## src/rtl/pnp_cfg_pkg.sv

```systemverilog
package pnp_cfg_pkg;

    typedef enum logic [1:0] {
        ST_LOCKED  = 2'd0,
        ST_KEY_ONE = 2'd1,
        ST_OPEN    = 2'd2
    } key_state_e;

    localparam logic [7:0] KEY_OPEN      = 8'h87;
    localparam logic [7:0] KEY_CLOSE     = 8'hAA;
    localparam logic [7:0] REG_LDN       = 8'h07;
    localparam logic [7:0] BANK_START    = 8'h30;
    localparam logic [7:0] REG_ENABLE    = 8'h30;
    localparam logic [7:0] REG_BASE_HI   = 8'h60;
    localparam logic [7:0] REG_BASE_LO   = 8'h61;
    localparam logic [7:0] REG_IRQ0      = 8'h70;
    localparam logic [7:0] REG_IRQ0_TYPE = 8'h71;
    localparam logic [7:0] REG_IRQ1      = 8'h72;
    localparam logic [7:0] REG_IRQ1_TYPE = 8'h73;
    localparam logic [7:0] REG_DMA0      = 8'h74;
    localparam logic [7:0] REG_DMA1      = 8'h75;
    localparam logic [2:0] DMA_NONE      = 3'd4;

endpackage

```

## src/rtl/pnp_key_fsm.sv

```systemverilog
module pnp_key_fsm
    import pnp_cfg_pkg::*;
(
    input  logic       clk,
    input  logic       rst_n,
    input  logic       idx_wr,
    input  logic [7:0] wdata,
    output logic       unlocked,
    output logic       idx_load
);

    key_state_e state_q, state_d;

    always_ff @(posedge clk) begin
        if (!rst_n) state_q <= ST_LOCKED;
        else        state_q <= state_d;
    end

    always_comb begin
        state_d  = state_q;
        idx_load = 1'b0;
        unique case (state_q)
            ST_LOCKED: begin
                if (idx_wr && wdata == KEY_OPEN) state_d = ST_KEY_ONE;
            end
            ST_KEY_ONE: begin
                if (idx_wr) state_d = (wdata == KEY_OPEN) ? ST_OPEN : ST_LOCKED;
            end
            ST_OPEN: begin
                if (idx_wr) begin
                    if (wdata == KEY_CLOSE) state_d  = ST_LOCKED;
                    else                    idx_load = 1'b1;
                end
            end
            default: state_d = ST_LOCKED;
        endcase
    end

    assign unlocked = (state_q == ST_OPEN);

endmodule

```

## src/rtl/pnp_ldn_bank.sv

```systemverilog
module pnp_ldn_bank
    import pnp_cfg_pkg::*;
#(
    parameter logic [15:0] IO_MASK = 16'h07F8
)(
    input  logic        clk,
    input  logic        rst_n,
    input  logic        we,
    input  logic [7:0]  idx,
    input  logic [7:0]  wdata,
    output logic [7:0]  rdata,
    output logic [7:0]  enable,
    output logic [15:0] io_base,
    output logic [7:0]  irq_num,
    output logic [1:0]  irq_pol,
    output logic [5:0]  dma
);

    logic [7:0]  enable_q;
    logic [15:0] base_q;
    logic [3:0]  irq0_q, irq1_q;
    logic        pol0_q, pol1_q;
    logic [2:0]  dma0_q, dma1_q;

    always_ff @(posedge clk) begin
        if (!rst_n) begin
            enable_q <= '0;
            base_q   <= '0;
            irq0_q   <= '0;
            irq1_q   <= '0;
            pol0_q   <= 1'b0;
            pol1_q   <= 1'b0;
            dma0_q   <= DMA_NONE;
            dma1_q   <= DMA_NONE;
        end else if (we) begin
            case (idx)
                REG_ENABLE:    enable_q     <= wdata;
                REG_BASE_HI:   base_q[15:8] <= wdata & IO_MASK[15:8];
                REG_BASE_LO:   base_q[7:0]  <= wdata & IO_MASK[7:0];
                REG_IRQ0:      irq0_q       <= wdata[3:0];
                REG_IRQ0_TYPE: pol0_q       <= wdata[1];
                REG_IRQ1:      irq1_q       <= wdata[3:0];
                REG_IRQ1_TYPE: pol1_q       <= wdata[1];
                REG_DMA0:      dma0_q       <= wdata[2:0];
                REG_DMA1:      dma1_q       <= wdata[2:0];
                default:       ;
            endcase
        end
    end

    always_comb begin
        case (idx)
            REG_ENABLE:    rdata = enable_q;
            REG_BASE_HI:   rdata = base_q[15:8];
            REG_BASE_LO:   rdata = base_q[7:0];
            REG_IRQ0:      rdata = {4'h0, irq0_q};
            REG_IRQ0_TYPE: rdata = {6'h0, pol0_q, 1'b0};
            REG_IRQ1:      rdata = {4'h0, irq1_q};
            REG_IRQ1_TYPE: rdata = {6'h0, pol1_q, 1'b0};
            REG_DMA0:      rdata = {5'h0, dma0_q};
            REG_DMA1:      rdata = {5'h0, dma1_q};
            default:       rdata = 8'h00;
        endcase
    end

    assign enable  = enable_q;
    assign io_base = base_q;
    assign irq_num = {irq1_q, irq0_q};
    assign irq_pol = {pol1_q, pol0_q};
    assign dma     = {dma1_q, dma0_q};

endmodule

```

## src/rtl/pnp_cfg_regfile.sv

```systemverilog
module pnp_cfg_regfile
    import pnp_cfg_pkg::*;
#(
    parameter logic [15:0] BASE_ADDR = 16'h002E,
    parameter int          NUM_DEV   = 4,
    parameter logic [16*NUM_DEV-1:0] IO_MASKS =
        {16'h0FF8, 16'h03F0, 16'h0FFC, 16'h07F8}
)(
    input  logic                   clk,
    input  logic                   rst_n,
    input  logic [15:0]            io_addr,
    input  logic                   io_wr,
    input  logic                   io_rd,
    input  logic [7:0]             io_wdata,
    output logic [7:0]             io_rdata,
    output logic [8*NUM_DEV-1:0]   dev_enable,
    output logic [16*NUM_DEV-1:0]  dev_io_base,
    output logic [8*NUM_DEV-1:0]   dev_irq_num,
    output logic [2*NUM_DEV-1:0]   dev_irq_en,
    output logic [2*NUM_DEV-1:0]   dev_irq_pol,
    output logic [6*NUM_DEV-1:0]   dev_dma
);

    localparam int          LDN_W     = (NUM_DEV > 1) ? $clog2(NUM_DEV) : 1;
    localparam logic [15:0] DATA_ADDR = BASE_ADDR + 16'd1;

    logic             hit_idx, hit_dat;
    logic             unlocked, idx_load;
    logic [7:0]       cfg_index;
    logic [LDN_W-1:0] ldn_q;
    logic             data_we;
    logic [7:0]       bank_rdata [NUM_DEV];
    logic [7:0]       sel_rdata, data_val;

    assign hit_idx = (io_addr == BASE_ADDR);
    assign hit_dat = (io_addr == DATA_ADDR);

    pnp_key_fsm u_key (
        .clk      (clk),
        .rst_n    (rst_n),
        .idx_wr   (io_wr && hit_idx),
        .wdata    (io_wdata),
        .unlocked (unlocked),
        .idx_load (idx_load)
    );

    assign data_we = io_wr && hit_dat && unlocked;

    always_ff @(posedge clk) begin
        if (!rst_n) begin
            cfg_index <= '0;
            ldn_q     <= '0;
        end else begin
            if (idx_load) cfg_index <= io_wdata;
            if (data_we && cfg_index == REG_LDN) ldn_q <= io_wdata[LDN_W-1:0];
        end
    end

    for (genvar d = 0; d < NUM_DEV; d++) begin : g_dev
        logic [7:0] irq_n;
        pnp_ldn_bank #(
            .IO_MASK (IO_MASKS[16*d +: 16])
        ) u_bank (
            .clk     (clk),
            .rst_n   (rst_n),
            .we      (data_we && cfg_index >= BANK_START && ldn_q == LDN_W'(d)),
            .idx     (cfg_index),
            .wdata   (io_wdata),
            .rdata   (bank_rdata[d]),
            .enable  (dev_enable[8*d +: 8]),
            .io_base (dev_io_base[16*d +: 16]),
            .irq_num (irq_n),
            .irq_pol (dev_irq_pol[2*d +: 2]),
            .dma     (dev_dma[6*d +: 6])
        );
        assign dev_irq_num[8*d +: 8] = irq_n;
        assign dev_irq_en[2*d]       = (irq_n[3:0] != 4'h0);
        assign dev_irq_en[2*d+1]     = (irq_n[7:4] != 4'h0);
    end

    always_comb begin
        sel_rdata = 8'h00;
        for (int d = 0; d < NUM_DEV; d++) begin
            if (ldn_q == LDN_W'(d)) sel_rdata = bank_rdata[d];
        end
    end

    always_comb begin
        if (cfg_index >= BANK_START)  data_val = sel_rdata;
        else if (cfg_index == REG_LDN) data_val = {{(8-LDN_W){1'b0}}, ldn_q};
        else                           data_val = 8'h00;
    end

    always_comb begin
        io_rdata = 8'h00;
        if (io_rd && hit_idx)      io_rdata = unlocked ? cfg_index : 8'hFF;
        else if (io_rd && hit_dat) io_rdata = unlocked ? data_val  : 8'hFF;
    end

endmodule

```

## config.mk

```make
export PLATFORM = sky130hd
export DESIGN_NAME = pnp_cfg_regfile
export DESIGN_NICKNAME = d
export VERILOG_FILES = /design/src/rtl/pnp_cfg_pkg.sv /design/src/rtl/pnp_key_fsm.sv /design/src/rtl/pnp_ldn_bank.sv /design/src/rtl/pnp_cfg_regfile.sv
export SDC_FILE = /design/constraint.sdc
export NUM_CORES = 1
export LEC_CHECK = 0
export BUFFER_PORTS_ARGS = -buffer_cell sky130_fd_sc_hd__buf_2
export CAP_MARGIN = 20
export CELL_PAD_IN_SITES_DETAIL_PLACEMENT = 1
export CELL_PAD_IN_SITES_GLOBAL_PLACEMENT = 1
export CORE_MARGIN = 8
export CORE_UTILIZATION = 36
export CTS_CLUSTER_SIZE = 16
export DETAILED_ROUTE_END_ITERATION = 6
export GPL_TIMING_DRIVEN = 0
export HOLD_SLACK_MARGIN = 0.1
export MAX_ROUTING_LAYER = met4
export PLACE_DENSITY_LB_ADDON = 0.1
export SYNTH_ARGS = -nofsm -noshare
export SYNTH_HDL_FRONTEND = slang
export SYNTH_HIERARCHICAL = 1
export SYNTH_SLANG_ARGS = --single-unit
```

## constraint.sdc

```tcl
create_clock -name clk -period 3.2 [get_ports clk]
set_clock_uncertainty 0.2 [all_clocks]
set_input_delay 0.16 -clock clk [delete_from_list [all_inputs] [get_ports clk]]
set_output_delay 0.16 -clock clk [all_outputs]
set_load 0.01 [all_outputs]
```

**Word level (Yosys, flattened, before mapping)**

Cells that the tools add are included.

- Bits in latches: 0
- Output and inout port bits: 176
- Memory bits (writable): 0
- Bits in registers: 141
- Memories: 0
- Bits in read-only memories: 0

- $lt $le $gt $ge: 1
- $add $sub $neg: 0
- Multipliers: 0
- Shifts and indexed selects: 0
- Div/mod/pow operators: 0
- Eq/ne operators: 23
- Bitwise operators: 0
- Multiplexer cells: 23
- Reductions and logical operators: 59

Operators by type and width:

| cell | number |
|---|---|
| $pmux W8 S9 | 4 |
| $mux W8 | 9 |
| $reduce_and A2 Y1 | 36 |
| $eq A8 B7 Y1 const B | 8 |
| $eq A16 B6 Y1 const B | 2 |
| $reduce_bool A4 Y1 | 8 |
| $eq A8 B8 Y1 const B | 2 |
| $logic_and A1 B1 Y1 | 12 |
| $mux W2 | 6 |
| $eq A8 B3 Y1 const B | 1 |
| $eq A8 B6 Y1 const B | 1 |
| $ge A8 B6 Y1 const B | 1 |
| $ne A2 B1 Y1 const B | 4 |
| $eq A2 B2 Y1 const B | 3 |
| $pmux W2 S3 | 1 |
| $eq A2 B1 Y1 const B | 2 |
| $logic_not A2 Y1 | 2 |
| $reduce_and A4 Y1 | 1 |
| $mux W1 | 3 |

**Logic depth before layout (Yosys ltp)**

Gate-level depths: netlist (run 1).

- Depth in word-level cells: 10
- Gate-level depth with buffers: 11

**Modules after synthesis**

The synthesis (run 1) kept the hierarchy.

Modules (own cells, without submodules):

| module | sequential area each (µm²) | cells each | instances | area an instance (µm²) |
|---|---|---|---|---|
| pnp_ldn_bank at g_dev[1].u_bank | 680.7 | 196 | 1 | 1,825.5 |
| pnp_ldn_bank at g_dev[2].u_bank | 600.6 | 180 | 1 | 1,704.1 |
| pnp_ldn_bank at g_dev[3].u_bank | 660.6 | 176 | 1 | 1,671.6 |
| pnp_ldn_bank at g_dev[0].u_bank | 640.6 | 185 | 1 | 1,656.6 |
| pnp_cfg_regfile | 200.2 | 104 | 1 | 923.4 |
| pnp_key_fsm | 40.0 | 18 | 1 | 163.9 |

**Least setup slack after synthesis (run 1)**

No wires, ideal clock.

- Path type: input to register
- Start: in io_addr[7]
- End: reg g_dev[1].u_bank.enable_q[0]
- Data required time: 2,884 ps
- Arrival: 2,700 ps
- Slack: 184 ps
- Stages: 8
- Buffers on the path: 0
- Library setup time: 116 ps
- Cell sequence: or4b_4 -> nor4_2 -> nand3_1 -> nor3_1 -> or3b_1 -> nor4_4 -> mux2i_1 -> nor2b_1

- Cells in the longest elaborated chain, start to end: 6

Ends and longest elaborated chain:

| item | line | source |
|---|---|---|
| from (decl) | pnp_cfg_regfile.sv:11 | `input logic [15:0] io_addr,` |
| $eq A16 B6 Y1 | pnp_cfg_regfile.sv:36 | `assign hit_dat = (io_addr == DATA_ADDR);` |
| $logic_and A1 B1 Y1 (2 in series) | pnp_cfg_regfile.sv:47 | `assign data_we = io_wr && hit_dat && unlocked;` |
| $logic_and A1 B1 Y1 (2 in series) | pnp_cfg_regfile.sv:66 | `.we (data_we && cfg_index >= BANK_START && ldn_q == LDN_W'(d)),` |
| $reduce_and A2 Y1 (no line) | -- |  |
| to (signal assigned) | pnp_ldn_bank.sv:37 | `REG_ENABLE: enable_q <= wdata;` |
| to (decl) | pnp_ldn_bank.sv:19 | `logic [7:0] enable_q;` |

No other way between the ends.
A chain may end at the register's enable or synchronous reset.

==> results of run 1 <==
==> power groups by stage <==
| stage | registers (mW) | logic, mW | clock network [mW] |
|---|---|---|---|
| floorplan | 1.79 | 0.0981 | 0 |
| global placement | 1.79 | 0.175 | 0 |
| detailed placement | 1.79 | 0.177 | 0 |
| CTS | 1.75 | 0.186 | 2.00 |
| global route | 1.75 | 0.202 | 2.10 |
| finish | 1.75 | 0.189 | 1.98 |
==> final cells by class <==
class / count / area [um2] / area share, %
tap: 280 / 350 / 3.30
clock inverter: 10 / 116 / 1.09
inverter: 8 / 30.0 / 0.283
buffer: 83 / 531 / 4.99
sequential: 141 / 2850 / 26.8
clock buffer: 20 / 457 / 4.30
timing repair buffer: 225 / 1370 / 12.9
multi-input combinational: 648 / 4920 / 46.3
==> kinds of logic (layout without fill, tap and decap cells) <==
group | count (synthesis) | after routing | share of synthesized area [%]
AOI/OAI and AO/OA | 117 | 117 | 9.97
and+or+nand+nor | 357 | 357 | 27.8
DFF | 141 | 141 | 35.5
buffers and inverters | 97 | 346 | 6.98
other | 4 | 31 | 0.189
muxes | 143 | 143 | 19.6
==> repair_timing <==
item	4_1_cts	5_1_grt
endpoints found under the hold margin	52	0
hold buffers	12	0
endpoints found under the setup margin	78	58
setup buffers	17	22
gates resized for setup	50	38
pin swaps	7	15
==> worst max-delay path: cells and delay by family, from the launching register on <==
family	cells	cell delay, ns
compound gates	3	0.54
buf+inv	3	0.50
flops	1	0.38
mux	1	0.25
simple gates	2	0.81
==> layout by cell type, fill, tap and decap left out, types with 17 or more instances in the layout <==
cell         n
nand2_1     81
buf_2      177
clkbuf_1    26
o21ai_0     24
mux2i_1    115
nor2b_1     76
nor2_1      20
nand3_1     39
mux2_2      17
conb_1      31
dfxtp_1    133
clkbuf_16   17
a22o_1      18
buf_4       72
==> metrics by stage <==
step	worst slack, ns	cell area, um2	utilization (%)	cells
2_1_floorplan	0.184	8050	-	886
3_3_place_gp	-0.939	9260	42.6	1338
3_5_place_dp	-0.850	9300	42.7	1340
4_1_cts	-0.130	10300	47.3	1397
5_1_grt	-0.126	10600	48.9	1415
6_report	-0.0713	10600	48.9	1415
==> metal layers <==
layer / track usage (%) / routed length (um)
met3: 3.69 / 1810
met4: 7.37 / 918
met5: - / 0
met2: 35.7 / 14600
met1: 28.7 / 13900
==> sequential cells by signal (all words and copies together), names as in the netlist <==
register,flops
g_dev.u_bank/pol0_q,4
g_dev.u_bank/irq1_q,16
g_dev.u_bank/enable,32
u_key/state_q,2
g_dev.u_bank/dma0_q,12
ldn_q,2
g_dev.u_bank/io_base,33
cfg_index,8
g_dev.u_bank/pol1_q,4
g_dev.u_bank/dma1_q,12
g_dev.u_bank/irq0_q,16
==> worst paths after layout <==
check / to / slack [ns]
worst max-delay path: io_rdata[6] / -0.07
worst min register to register: g_dev[1].u_bank/dma1_q[1]$_SDFFE_PN0P_ / 0.28
worst min-delay path: g_dev[1].u_bank/irq1_q[0]$_SDFFE_PN0P_ / 0.14
worst max register to register: g_dev[1].u_bank/irq0_q[0]$_SDFFE_PN0P_ / 0.11
==> results.md, run 1 <==
* Status: finished with violations
* Violated checks: negative setup slack
* Predominant post-synthesis flop cell: dfxtp_1
* Congestion Overflow GR at 0
* Final worst slack at -0.0713 ns
* CP endpoint kind: output port
* Vias in the first global route at between 7000 and 8000
* GRT Total Usage at 22.5%
* Crit Path Max Fanout at 10
* Root Driver: clkbuf_16
* Largest net degree at the start of global routing at 26
* Share of post-route cells with drive strength above 1 at a little over a third
* Number of H-tree levels at 4
* Final hold vios at 0
* Worst flop-to-flop path startpoint: cfg_index[6]$_SDFFE_PN0P_
* Critical path cell sequence: buf_12 > buf_4 > nor3b_1 > and3_1 > a22o_1 > mux4_2 > a21oi_1 > a21oi_1 > buf_2
* Reg clk slew, reported paths at 0.06 ns
* Initial DRT Pass Iterations at 5
* Chip Width at 165 um
* Unique cell type count in the Yosys netlist at 78
* Total Routed Length at 31200 um
* Antenna Cells at 0
* Fin crit period at 3.27 ns
* Combinational power share at roughly 4.8%
* Max_slew headroom at 47.6%
* CTS tree: yes
* Worst hold start: io_wdata[0]
* Setup tns final at -0.174 ns
* Hold Path Depth at 3
* # setup viols final at 4
* YS warnings at 6
* I/O pin total at 204
* Psw at 919 uW
* Dominant cell type by area after synthesis: dfxtp_1
* Drt drc at 0
* Drt via density at 5.46
* Count leader, synth: dfxtp_1
* Drt wl/cell at between 20 and 25 um
* Cell Rows at 54
* CTS buffer count at 17
* Remaining antenna violation count after routing at 0
* Share of the synthesized area in the top cell type at 35.5%
* Pwr/cell area at 368 nW/um2
* Layout area overhead at 33.8%
* EDFF count, synth at 0
* Area of the core at 21800 um2
* Clk Latency, worst-skew pair at 0.43 ns
* Register share of total power at roughly 45%
* Peak VDD IR at 281 uV
* Internal at 3.00 mW
* Slowest cell on the critical path: nor3b_1
* Async SR Flop Fraction at 0%
* Critical path class: reg -> out
* Clock Path Buffers at 2
* Iter 0 DRT Violations at 470
* Max Freq at 306 MHz
* WHS at 0.136 ns
* Via count at 7720
* Startpoint Class: flop
* Post-synth top cells: dfxtp_1, mux2i_1, nand2_1
* Clk network pwr share at 50.5%
* CP max stage delay at 0.47 ns
* First-pass GRT wire length at 45800 um
* P_leak at 4.64 nW
* Net Sw Frac at 23.5%
* Final-stage net count at 1152
* Worst Tran Pin Value at 0.779 ns
* Placer congestion estimate at 0.841
* R2R depth at 11
* Hpwl dp at 21500 um
* Mapped Cells at 859
* Initial core utilization at 36.5%
* Worst EP required at between 2 and 3 ns
* Die height at 165 um
* Synth area leaders: dfxtp_1, mux2i_1, nor2b_1, nand2_1, buf_4
* Post-synthesis area per instance at 9.25 um2
* Die Area at ~27000 um2
* CP Data Arrival Time at 2.91 ns
* Flops & latches, synth at 141
* Hold Crit Class: in -> reg
* Most frequent CP cell: a21oi_1
* Initial antenna violation count at 0
* Power Total at 3.92 mW
* CTS Sinks at 141
* Port-buffer cells at 172
* Max Cap Violations at 0
* Register area share after synthesis at ~36%
* Post-Syn Area at 7950 um2
* Origin of the worst setup path: cfg_index[6]$_SDFFE_PN0P_
* Fin crit share at 102%
* Max-slew violation count at 0
* RSZ-0062 raised after global routing: yes
* Filler cells at roughly 2600
Note: power is estimated with default switching activity, not from simulation.
==> run 2, diff against run 1 <==
--- a/config.mk
+++ b/config.mk
@@ -10,13 +10,14 @@
 export CELL_PAD_IN_SITES_DETAIL_PLACEMENT = 1
 export CELL_PAD_IN_SITES_GLOBAL_PLACEMENT = 1
 export CORE_MARGIN = 8
-export CORE_UTILIZATION = 36
+export CORE_UTILIZATION = 43
 export CTS_CLUSTER_SIZE = 16
 export DETAILED_ROUTE_END_ITERATION = 6
 export GPL_TIMING_DRIVEN = 0
 export HOLD_SLACK_MARGIN = 0.1
 export MAX_ROUTING_LAYER = met4
 export PLACE_DENSITY_LB_ADDON = 0.1
+export SLEW_MARGIN = 20
 export SYNTH_ARGS = -nofsm -noshare
 export SYNTH_HDL_FRONTEND = slang
 export SYNTH_HIERARCHICAL = 1
==> constraint.sdc (replaced) <==
create_clock -name clk -period 3.85 [get_ports clk]
set_clock_uncertainty 0.2 [all_clocks]
set_input_delay 0.1925 -clock clk [delete_from_list [all_inputs] [get_ports clk]]
set_output_delay 0.1925 -clock clk [all_outputs]
set_load 0.01 [all_outputs]
==> run 2 against run 1 <==
The flow now finishes without violations. Sequential power fell by 17%. Final cell count decreased by 6.0%. Critical path type unchanged. Critical path depth did not move. Design area down 6.4%. Flip-flop and latch count unchanged. Global-route usage is 2.0 points higher. Clock-buffer cell count down 2.
==> results.md, run 2 (synthesis gave the netlist of run 1 again) <==
* Status: finished, final reports clean
* Max-slew violation count at 0 (unchanged)
* CTS tree: yes
* Via count at 7569 (-2.0%)
* Initial core utilization at 44.1% (+7.6 points)
* Largest register FFs at 33 (unchanged)
* Chip Width at 152 um (-7.7%)
* Remaining antenna violation count after routing at 0 (unchanged)
* Root Driver: clkbuf_16
* Pwr/cell area at 335 nW/um2 (-9.0%)
* Clock Path Buffers at 2 (unchanged)
* Max Cap Violations at 0 (unchanged)
* CTS buffer count at 17 (unchanged)
* Drt via density at 5.69 (+4.3%)
* First-pass GRT wire length at 44600 um (-2.5%)
* Critical path class: reg -> out
* Hpwl dp at 20300 um (-5.4%)
* Total Routed Length at 28500 um (-8.7%)
* Hold Path Depth at 4 (+1)
* Iter 0 DRT Violations at 424 (-9.8%)
* Final-stage net count at 1117 (-3.0%)
* Clk network pwr share at 51.7% (+1.2 points)
* Combinational power share at 4.6% (-0.2 points)
* Congestion Overflow GR at 0 (unchanged)
* Postcts setup bufs at 0 (-17)
* Most common cell after layout, fill and taps aside: buf_2
* Drt wl/cell at 21.4 um (-2.9%)
* CP endpoint kind: output port
* Initial DRT Pass Iterations at 5 (unchanged)
* R2R depth at 10 (-1)
* Vias in the first global route at 7819 (+1.3%)
* Max Freq at about 270 MHz
* GRT Total Usage at 24.5% (+2.0 points)
* Internal at 2.59 mW (-14%)
* Design Area, Final at 9950 um2 (-6.4%)
* Hold Crit Class: in -> reg
* Max_slew headroom at 46.4% (-1.1 points)
* RSZ-0062 raised after global routing: no
* Filler cells at 2153 (-17%)
* Die height at 152 um (-7.7%)
* Layout area overhead at 25.2%
* Port-buffer cells at 172 (unchanged)
* Net Sw Frac at 22.5% (-0.97 points)
* Fin crit share at 95.3%
* Fin crit period at roughly 3.7 ns
* Drt drc at 0 (unchanged)
* Psw at 750 uW (-18%)
* Startpoint Class: flop
* Worst EP required at 3.46 ns (+0.62 ns)
* P_leak at 4.37 nW (-5.8%)
* Commonest non-fill, non-tap cells in the layout: buf_2, dfxtp_1, mux2i_1
* Die Area at 23100 um2 (-15%)
* Crit Path Max Fanout at 10 (unchanged)
* Peak VDD IR at 296 uV (+5.4%)
* # setup viols final at 0 (-4)
* Register share of total power at 43.7% (-0.9 points)
* Clk Latency, worst-skew pair at 0.42 ns (about the same)
* Area of the core at 18000 um2 (-17%)
* Placed cell areas at 9220 um2 (-0.91%)
* Initial antenna violation count at 2 (+2)
* Worst Tran Pin Value at 0.796 ns (+0.0169 ns)
* Cell Rows at 49 (-9.3%)
* Placer congestion estimate at 0.920 (+9.4%)
* Number of H-tree levels at 4 (unchanged)
* I/O pin total at 204 (unchanged)
* Setup tns final at 0 ns (+0.174 ns)
* Final hold vios at 0 (unchanged)
* Share of post-route cells with drive strength above 1 at 29.3% (-6.4 points)
* CTS Sinks at 141 (unchanged)
* CP Data Arrival Time at 3.28 ns (+0.37 ns)
* Reg clk slew, reported paths at 0.06 ns (about the same)
* Largest net degree at the start of global routing at 33 (+27%)
## run 2: timing repair
| action | 4_1_cts | 5_1_grt |
|---|---|---|
| hold buffers | 10 | 0 |
| resized for setup | 4 | 8 |
| endpoints found under the hold margin | 54 | 0 |
| setup endpoints to repair | 6 | 16 |
## run 2: area by class of cell
class / count / area [um2] / area share [%]
multi-input combinational: 648 / 4680 / 47.1
sequential: 141 / 2840 / 28.5
timing repair buffer: 184 / 981 / 9.86
buffer: 89 / 526 / 5.28
clock buffer: 18 / 429 / 4.31
tap: 229 / 287 / 2.88
clock inverter: 11 / 171 / 1.72
inverter: 8 / 30.0 / 0.302
antenna: 2 / 5.00 / 0.0503
## run 2: power by group through the flow
stage                     Sequential, mW  Clock (mW)  Combinational (mW)
after global placement              1.49           0               0.143
after floorplan                     1.49           0              0.0815
after detailed placement            1.49           0               0.144
final                               1.46        1.72               0.154
after CTS                           1.46        1.75               0.151
after global routing                1.46        1.81               0.164
## run 2: worst max-delay path, cell delays in order, from the launching register on
cell,delay (ns)
dfxtp_2,0.47
buf_2,0.30
mux2_2,0.36
a22o_1,0.19
and3_1,0.19
a211o_1,0.27
mux4_2,0.47
a221oi_1,0.30
nor3_1,0.13
buf_2,0.17
## run 2: metal layers
layer / track usage (%) / part of all wire (%) / up-vias
li1: - / - / 3546
met4: 8.02 / 2.2 / 0
met1: 29.8 / 44 / 3708
met5: - / 0 / -
met3: 5.67 / 5.7 / 40
met2: 39.5 / 48 / 275
## run 2: worst paths after layout
path,from,end,slack (ns)
max,cfg_index[6]$_SDFFE_PN0P_,io_rdata[1],0.18
min,io_addr[0],ldn_q[1]$_SDFFE_PN0P_,0.12
max reg2reg,u_key/state_q[1]$_SDFFE_PN0P_,g_dev[0].u_bank/enable[7]$_SDFFE_PN0P_,0.20
min reg2reg,g_dev[3].u_bank/pol1_q$_SDFFE_PN0P_,g_dev[3].u_bank/pol1_q$_SDFFE_PN0P_,0.28
## run 2: metrics by stage
stage | std cells | setup slack (ns) | util (%) | hold WS (ns) | power [mW]
after floorplan | 886 | 0.801 | - | 0.118 | 1.57
after global placement | 1287 | -0.113 | 51.0 | 0.262 | 1.63
after detailed placement | 1289 | -0.0590 | 51.1 | 0.275 | 1.64
after CTS | 1328 | 0.0325 | 55.0 | 0.101 | 3.36
after global routing | 1330 | 0.0173 | 55.2 | 0.145 | 3.44
final | 1330 | 0.182 | 55.2 | 0.125 | 3.34
==> run 3, diff against run 2 <==
--- a/config.mk
+++ b/config.mk
@@ -15,8 +15,7 @@
 export DETAILED_ROUTE_END_ITERATION = 6
 export GPL_TIMING_DRIVEN = 0
 export HOLD_SLACK_MARGIN = 0.1
-export MAX_ROUTING_LAYER = met4
-export PLACE_DENSITY_LB_ADDON = 0.1
+export PLACE_DENSITY = 0.91
 export SLEW_MARGIN = 20
 export SYNTH_ARGS = -nofsm -noshare
 export SYNTH_HDL_FRONTEND = slang
==> run 3 against run 2 <==
Largest cell class unchanged. Wire length rose by 19%. First-iteration DRC count rose by 110%. Total power fell by 1.2%. Worst hold slack improved by 0.0026 ns. Worst setup slack got worse by 0.18 ns. Clock power fell by 2%. Sequential power barely moved. Design area rose by 1.1%.
==> results.md, run 3 (synthesis gave the netlist of run 1 again) <==
* Drt wl/cell at 25.4 um (+19%)
* GRT Total Usage at 27.2% (+2.7 points)
* Congestion Overflow GR at 0 (unchanged)
* Fin crit period at 3.84 ns (+0.175 ns)
* Commonest non-fill, non-tap cells in the layout: buf_2, dfxtp_1, mux2i_1
* Clk Latency, worst-skew pair at 0.44 ns (+0.02 ns)
* Layout area overhead at 26.6%
* CP Data Arrival Time at 3.45 ns (+0.17 ns)
* Max Cap Violations at 0 (unchanged)
* Pwr/cell area at 328 nW/um2 (-2.3%)
* Clk network pwr share at 50.9% (-0.8 points)
* WHS at 0.128 ns (+0.00264 ns)
* CTS buffer count at 17 (unchanged)
* Initial core utilization at 44.1% (unchanged)
* Design Area, Final at 10100 um2 (+1.1%)
* Antenna Cells at 0 (-2)
* Combinational power share at 5.0% (+0.4 points)
* Largest net degree at the start of global routing at 33 (unchanged)
* Most common cell after layout, fill and taps aside: buf_2
* I/O pin total at 204 (unchanged)
* Share of post-route cells with drive strength above 1 at 30.3% (+0.96 points)
* Worst EP required at 3.46 ns (about the same)
* Filler cells at 2141 (-0.56%)
* Max-slew violation count at 0 (unchanged)
* Vias in the first global route at 8663 (+11%)
* Crit Path Max Fanout at 22 (+12)
* Largest register FFs at 33 (unchanged)
* Worst Tran Pin Value at 0.881 ns (+0.0851 ns)
* Net Sw Frac at 24.1% (+1.6 points)
* CP max stage delay at 0.67 ns (+0.20 ns)
* Most frequent CP cell: a21oi_1
* Die Area at 23100 um2 (unchanged)
* Internal at 2.50 mW (-3.3%)
* Reg clk slew, reported paths at 0.06 ns (about the same)
* Peak VDD IR at 325 uV (+9.7%)
* CTS tree: yes
* Slowest cell on the critical path: dfxtp_2
* Remaining antenna violation count after routing at 0 (unchanged)
* Hpwl dp at 21800 um (+7.5%)
* Iter 0 DRT Violations at 904 (+110%)
* Placed insts at 1287 (-0.16%)
* Critical path class: reg -> out
* CP endpoint kind: output port
* Worst flop-to-flop path startpoint: u_key/state_q[1]$_SDFFE_PN0P_
* Fin crit share at 99.8% (+4.6 points)
* Clock Path Buffers at 2 (unchanged)
* # setup viols final at 0 (unchanged)
* Root Driver: clkbuf_16
* Placer congestion estimate at 0.877 (-4.7%)
* Startpoint Class: flop
* Chip Width at 152 um (unchanged)
* Worst hold start: io_addr[0]
* Initial antenna violation count at 0 (-2)
* Final hold vios at 0 (unchanged)
* Psw at 795 uW (+5.9%)
* Status: finished, final reports clean
* Max Freq at 260 MHz (-4.6%)
* Critical path cell sequence: nand2_1 > or3_1 > nor3_2 > a22o_1 > mux4_2 > a21oi_1 > a21oi_1 > buf_2
* Placed cell areas at 9200 um2 (-0.22%)
* Origin of the worst setup path: cfg_index[5]$_SDFFE_PN0P_
* Area of the core at 18000 um2 (unchanged)
* Die height at 152 um (unchanged)
* Buf/Inv on CP at 1 (-1)
* Top delay family on crit path: simple AND/OR/NAND/NOR gates
* Final-stage net count at 1122 (+0.45%)
* Max_slew headroom at 40.7% (-5.7 points)
* First-pass GRT wire length at 50700 um (+14%)
* Total Routed Length at 33900 um (+19%)
* CTS Sinks at 141 (unchanged)
* Drt drc at 0 (unchanged)
* Final cell utilization of the core at 55.8% (+0.62 points)
* Register share of total power at 44.2% (+0.5 points)
* Cell Rows at 49 (unchanged)
* Setup tns final at 0 ns (unchanged)
* Initial DRT Pass Iterations at 5 (unchanged)
* Number of H-tree levels at 4 (unchanged)
* Fin cells at 1336 (+0.45%)
* Via count at 8331 (+10%)
* P_leak at 4.41 nW (+1.1%)
* Drt via density at 6.24 (+9.6%)
* Port-buffer cells at 172 (unchanged)
* Hold Crit Class: in -> reg
## run 3: cell count changes in the layout (fill, tap and decap cells not counted), sizes merged
cell / change
clkinv: +4
dlygate4sd3: +3
bufinv: -2
clkbuf: +2
diode: -2
buf: +1
## run 3: power groups by stage
stage	clock network (mW)	logic, mW	registers [mW]
2_1_floorplan	0	0.0815	1.49
3_3_place_gp	0	0.139	1.49
3_5_place_dp	0	0.142	1.49
4_1_cts	1.68	0.152	1.46
5_1_grt	1.76	0.168	1.46
6_report	1.68	0.163	1.46
## run 3: final timing paths
check | end | slack (ns) | depth (start not counted)
worst max-delay path | io_rdata[5] | 0.007 | 8
worst min-delay path | ldn_q[0]$_SDFFE_PN0P_ | 0.13 | 4
worst max register to register | g_dev[1].u_bank/irq0_q[2]$_SDFFE_PN0P_ | 0.19 | 10
worst min register to register | g_dev[3].u_bank/pol1_q$_SDFFE_PN0P_ | 0.28 | 2
## run 3: worst reg2reg max path: stages (launching register included)
cell	delay [ns]
dfxtp_1	0.44
and2b_1	0.18
clkbuf_1	0.41
and3_2	0.35
nand3_2	0.20
nor3_4	0.34
or3b_1	0.50
or3_1	0.36
clkbuf_1	0.22
mux2i_1	0.27
nor2b_1	0.08
## run 3: area by class of cell
class | instances | area, um2 | area share (%)
flip-flops and latches | 141 | 2840 | 28.3
clock buffers | 19 | 453 | 4.50
well taps | 229 | 287 | 2.85
clock inverters | 13 | 143 | 1.42
repair buffers | 189 | 1050 | 10.4
plain buffers | 89 | 528 | 5.25
multi-input cells | 648 | 4730 | 47.0
inverters | 8 | 30.0 | 0.298
## run 3: per-stage QoR
stage,setup WS [ns],power (mW)
6_report,0.00686,3.30
3_3_place_gp,-0.0485,1.63
2_1_floorplan,0.801,1.57
4_1_cts,0.0196,3.29
3_5_place_dp,-0.177,1.63
5_1_grt,-0.0175,3.38
## run 3: metal layers
layer | track usage, % | up-vias | wire length (um)
met3 | 6.97 | 150 | 3160
met5 | 0 | - | 0
li1 | - | 3541 | -
met2 | 45.6 | 551 | 16200
met1 | 31.4 | 4089 | 12800
met4 | 14.4 | 0 | 1780
## run 3: repair_timing
| action | CTS | global route |
|---|---|---|
| gates resized for setup | 8 | 16 |
| hold buffers | 13 | 0 |
| setup endpoints to repair | 21 | 48 |
| pin swaps | 0 | 1 |
| cloned | 0 | 0 |
| setup buffers | 0 | 4 |
| endpoints found under the hold margin | 49 | 0 |
